<file path="config.mk">
export PLATFORM = sky130hd
export DESIGN_NAME = crc_engine
export DESIGN_NICKNAME = d
export VERILOG_FILES = /design/src/rtl/crc_engine.sv
export SDC_FILE = /design/constraint.sdc
export NUM_CORES = 1
export LEC_CHECK = 0
export BUFFER_PORTS_ARGS = -buffer_cell sky130_fd_sc_hd__clkbuf_2
export CAP_MARGIN = 20
export CORE_ASPECT_RATIO = 1.5
export CORE_MARGIN = 2
export CORE_UTILIZATION = 57
export CTS_CLUSTER_SIZE = 28
export DETAILED_ROUTE_END_ITERATION = 10
export GPL_ROUTABILITY_DRIVEN = 1
export GPL_TIMING_DRIVEN = 0
export PLACE_DENSITY = 0.77
export SLEW_MARGIN = 20
export SYNTH_ARGS = -nofsm -noshare
export SYNTH_HDL_FRONTEND = slang
export SYNTH_SLANG_ARGS = --single-unit
</file>
<file path="constraint.sdc">
create_clock -name clk -period 5.8 [get_ports clk]
set_input_delay 0.29 -clock clk [delete_from_list [all_inputs] [get_ports clk]]
set_output_delay 0.29 -clock clk [all_outputs]
set_load 0.03 [all_outputs]
</file>
<file path="src/rtl/crc_engine.sv">
module crc_engine #(
  parameter int RST_CYCLES = 3
) (
  input  logic        clk,
  input  logic        rst_n,
  input  logic        bus_sel,
  input  logic        bus_wr,
  input  logic [1:0]  bus_addr,
  input  logic [31:0] bus_wdata,
  output logic [31:0] bus_rdata,
  output logic        busy,
  output logic [31:0] checksum
);
  localparam int RCW = $clog2(RST_CYCLES + 1);

  logic        en_q, irev_q, orev_q, iinv_q, oinv_q;
  logic [1:0]  len_q, mode_q;
  logic [31:0] dat_q, seed_q, crc_q, buf_q;
  logic [2:0]  cnt_q;
  logic [RCW-1:0] rcnt_q;

  function automatic int wid(input logic [1:0] m);
    case (m)
      2'd1:    return 8;
      2'd3:    return 32;
      default: return 16;
    endcase
  endfunction

  function automatic logic [31:0] wmask(input logic [1:0] m);
    case (m)
      2'd1:    return 32'h0000_00FF;
      2'd3:    return 32'hFFFF_FFFF;
      default: return 32'h0000_FFFF;
    endcase
  endfunction

  function automatic logic [31:0] gpoly(input logic [1:0] m);
    case (m)
      2'd0:    return 32'h0000_1021;
      2'd1:    return 32'h0000_0007;
      2'd2:    return 32'h0000_8005;
      default: return 32'h04C1_1DB7;
    endcase
  endfunction

  function automatic logic [31:0] crc_step(input logic [31:0] c, input logic [7:0] b,
                                           input logic [1:0] m);
    int sh;
    logic [31:0] a, p;
    sh = 32 - wid(m);
    a  = c << sh;
    p  = gpoly(m) << sh;
    for (int i = 7; i >= 0; i--)
      a = {a[30:0], 1'b0} ^ (((a[31] ^ b[i]) != 1'b0) ? p : 32'h0);
    return a >> sh;
  endfunction

  function automatic logic [31:0] rev_bytes(input logic [31:0] w);
    logic [31:0] r;
    for (int k = 0; k < 4; k++)
      for (int i = 0; i < 8; i++)
        r[8*k + i] = w[8*k + 7 - i];
    return r;
  endfunction

  function automatic logic [31:0] rev_word(input logic [31:0] w);
    logic [31:0] r;
    for (int i = 0; i < 32; i++) r[i] = w[31 - i];
    return r;
  endfunction

  wire wr       = bus_sel & bus_wr;
  wire wr_ctl   = wr && bus_addr == 2'd0;
  wire wr_dat   = wr && bus_addr == 2'd1;
  wire wr_seed  = wr && bus_addr == 2'd2;
  wire rst_act  = rcnt_q != '0;
  assign busy   = (cnt_q != 3'd0) | rst_act;
  wire dat_take = wr_dat & en_q & ~busy;

  logic [2:0]  nbytes;
  logic [31:0] din_mir, din;
  assign nbytes  = (len_q == 2'd0) ? 3'd1 : (len_q == 2'd1) ? 3'd2 : 3'd4;
  assign din_mir = irev_q ? rev_bytes(bus_wdata) : bus_wdata;
  assign din     = iinv_q ? ~din_mir : din_mir;

  logic [31:0] res_m, res_r;
  assign res_m    = crc_q & wmask(mode_q);
  assign res_r    = orev_q ? rev_word(res_m) : res_m;
  assign checksum = oinv_q ? ~res_r : res_r;

  always_comb begin
    case (bus_addr)
      2'd0:    bus_rdata = {mode_q, len_q, oinv_q, iinv_q, orev_q, irev_q,
                            22'd0, rst_act, en_q};
      2'd1:    bus_rdata = dat_q;
      2'd2:    bus_rdata = seed_q;
      default: bus_rdata = checksum;
    endcase
  end

  always_ff @(posedge clk or negedge rst_n) begin
    if (!rst_n) begin
      {en_q, irev_q, orev_q, iinv_q, oinv_q} <= '0;
      len_q  <= '0;
      mode_q <= '0;
      dat_q  <= '0;
      seed_q <= '0;
      crc_q  <= '0;
      buf_q  <= '0;
      cnt_q  <= '0;
      rcnt_q <= '0;
    end else begin
      if (wr_ctl) begin
        en_q   <= bus_wdata[0];
        irev_q <= bus_wdata[24];
        orev_q <= bus_wdata[25];
        iinv_q <= bus_wdata[26];
        oinv_q <= bus_wdata[27];
        len_q  <= bus_wdata[29:28];
        mode_q <= bus_wdata[31:30];
      end
      if (wr_ctl && bus_wdata[1]) rcnt_q <= RCW'(RST_CYCLES);
      else if (rst_act)           rcnt_q <= rcnt_q - 1'b1;
      if (wr_seed) seed_q <= bus_wdata;
      if (rst_act) begin
        crc_q <= seed_q & wmask(mode_q);
        cnt_q <= '0;
        buf_q <= '0;
      end else if (cnt_q != 3'd0) begin
        crc_q <= crc_step(crc_q, buf_q[31:24], mode_q);
        buf_q <= buf_q << 8;
        cnt_q <= cnt_q - 1'b1;
      end else if (dat_take) begin
        dat_q <= bus_wdata;
        buf_q <= din << (8 * (4 - int'(nbytes)));
        cnt_q <= nbytes;
      end
    end
  end

  AST_RESET_RELOAD: assert property (@(posedge clk) disable iff (!rst_n)
    rst_act |=> crc_q == ($past(seed_q) & wmask($past(mode_q))));
  AST_ACCEPT_BUSY: assert property (@(posedge clk) disable iff (!rst_n)
    (bus_sel && bus_wr && bus_addr == 2'd1 && en_q && !busy) |=> busy);
  AST_IDLE_HOLD: assert property (@(posedge clk) disable iff (!rst_n)
    (!busy && !en_q) |=> $stable(crc_q));
  AST_DISABLED_DROP: assert property (@(posedge clk) disable iff (!rst_n)
    (bus_sel && bus_wr && bus_addr == 2'd1 && !en_q) |=> $stable(dat_q));
  AST_STALL_DROP: assert property (@(posedge clk) disable iff (!rst_n)
    (bus_sel && bus_wr && bus_addr == 2'd1 && busy) |=> $stable(dat_q));
endmodule

</file>
==> impl_metrics.yaml <==
min_path:
  worst_hold_path_type: "in -> reg"
  whs_path_depth: 2
final_layout:
  num_antenna_cells: 0
  drive_above_1_share_pct: 19.2
  mostFrequentLayoutCell: "xnor2_1"
  finalNetCount: 1517
  register_area_sq_um: 3550
  nFillCells: 1803
  multi_input_comb_area_sq_um: 8030
  final_cell_mix: "xnor2_1 (154), nand2_1 (145), dfrtp_1 (142)"
  syn2layout_area_growth_pct: 12.3
run:
  drv_cap: 0
floorplan:
  fp.dieW_microns: 123
  core_area_sq_um: 21000
  rows: 65
  die_h_microns: 183
  start_util_pct: 57.7
  ios: 103
  design.die.area_sq_um: 22400
global_route:
  antenna_found_initial: 0
  grt_pass1_vias: 11200
  grt_overflow_total: 0
  grt_max_degree: 84
  grt_usage_pct: 42.2
  grt_first_pass_wirelength_mm: 69.0
route:
  wl_mm: 46.3
  route.antenna.remaining_nets: 0
  num_vias: 11300
  viasPerCell: 6.48
  drtIter0Drc: 1253
  drt_pass1_iterations: 8
  wl_per_cell_microns: 26.5
  drc: 0
yosys:
  synth_area_sq_um: 12100
  ys_seq_elements: 142
  synthesis.nets: 1396
  synth.avg_cell_area_sq_um: 8.99
  synth_edf_count: 0
  syn_inst: 1347
  yosysUniqueCellTypes: 79
  ys_seq_area_share_pct: 29.3
  yosys_warnings: 0
  synth_ff_type: "dfrtp_1"
  synthArstFlopShare_pct: 100
timing:
  slew_headroom_pct: 39.5
  finalSetupViolations: 0
  hold_viol: 0
  period_needed_ns: 5.54
  fin_skew_ns: 0.00738
  fin_crit_sh_pct: 95.6
  slew_viol_final: 0
  rsz0062_at_grt: "no"
  finalSetupTns_ns: 0
  max_freq_mhz: 180
  tightest_slew_ns: 0.907
placement:
  portBuffers: 100
  dp_hpwl_mm: 36.4
  place_congestion: 1.08
critical_path:
  ff2ff_path_depth: 19
  start_kind: "register"
  end_kind: "register"
  r2r_slack_ns: 0.26
  path_class: "reg -> reg"
  cp.required_ns: 6.18
  cp.arrival_ns: 5.93
  cp_max_fo: 10
clocking:
  clock_sinks: 142
  h-tree-depth: 4
  cts_root_buffer: "clkbuf_16"
  cts_buffers: 17
  insertion_delay_ns: 0.44
  clockBufferDepth: 2
  cts_setup_buffers: 0
  clk_pin_slew_ns: 0.06
  cts_tree: "built"
status:
  status: "finished, final reports clean"
-- layer usage --
layer  wire length, microns  GRT usage [%]  vias up
met1                  15900           47.7     5386
met2                  22200           69.6      717
met4                   4760           34.7        0
met3                   3420           5.94      257
met5                      0              0        -
li1                       -              -     4970
-- stage by stage --
stage | instance area (sq um) | std cells | hold slack (ns) | util, % | worst slack, ns
global route | 13600 | 1748 | 0.161 | 64.8 | 0.0968
floorplan | 12100 | 1347 | -0.00559 | - | 1.63
CTS | 13600 | 1748 | 0.152 | 64.7 | 0.166
finish | 13600 | 1748 | 0.154 | 64.8 | 0.255
global placement | 12900 | 1715 | 0.477 | 61.7 | 0.244
detailed placement | 13000 | 1716 | 0.386 | 61.9 | 0.189
-- state kept, by name (all words and copies together), names as in the netlist --
signal	count
orev_q	1
crc_q	32
en_q	1
cnt_q	3
iinv_q	1
mode_q	2
dat_q	32
oinv_q	1
rcnt_q	2
irev_q	1
buf_q	32
seed_q	32
len_q	2
-- final cells by class --
| type | instances | share of cell area [%] |
|---|---|---|
| Buffer | 119 | 3.56 |
| Clock buffer | 17 | 3.13 |
| Clock inverter | 14 | 1.18 |
| Inverter | 17 | 0.469 |
| Multi-Input combinational cell | 1069 | 59.1 |
| Sequential cell | 142 | 26.1 |
| Tap cell | 268 | 2.47 |
| Timing Repair Buffer | 102 | 4.02 |
-- worst max-delay path: stages (launching register included) --
cell and delay [ns]:
dfrtp_1 0.49, inv_1 0.20, ha_1 0.18, buf_2 0.20, buf_2 0.26, nand3b_1 0.10, o21ai_1 0.15, xor2_1 0.42
xnor2_1 0.23, xnor2_2 0.38, a211oi_2 0.13, nand3b_1 0.46, xnor2_4 0.49, buf_2 0.38, a22oi_1 0.15, xnor2_1 0.19
xnor2_1 0.34, mux2i_1 0.17, o21ai_0 0.32, o311a_1 0.22
-- cells in the mapped netlist, drive strengths merged (15+ instances only) --
cell    count  share of area (%)
buf        37                1.4
a221oi     28                2.0
clkbuf     82                2.6
nor2b      21                1.1
mux2i      57                4.9
xnor3      16                3.0
nand3      24               0.99
o21ai      72                3.0
xor2       57                4.2
nor2      111                3.5
a31oi      26                1.3
xnor2     160                 12
dfrtp     142                 29
a21oi      52                2.2
nand2     147                4.6
nor3       31                1.5
mux2       93                8.6
inv        15               0.46
a22o       23                1.7
-- repair_timing --
item,in CTS,in global routing
hold buffers,1,0
hold endpoints to repair,82,0
gates resized for setup,0,3
setup endpoints to repair,0,3
-- final timing paths --
kind,endpoint,startpoint
min,seed_q[3],bus_wdata[3]
max,crc_q[3],mode_q[1]
min in group asynchronous,dat_q[9],rst_n
min reg2reg,cnt_q[0],cnt_q[0]
max reg2reg,crc_q[3],mode_q[1]
max in group asynchronous,cnt_q[2],rst_n
-- cells by family (layout without fill, tap and decap cells) --
kind of cell	Yosys count	count (layout)	synth area share, %
adders and majority gates	11	11	1.14
DFF	142	142	29.3
AOI/OAI and AO/OA	274	274	15.2
and+or+nand+nor	388	388	14.6
buffers and inverters	136	269	4.53
xor gates and xnor gates	234	234	19.4
muxes	162	162	15.8
Power is not shown: default switching activity piles up to over one toggle a cycle in this logic, so the estimate is an artifact.
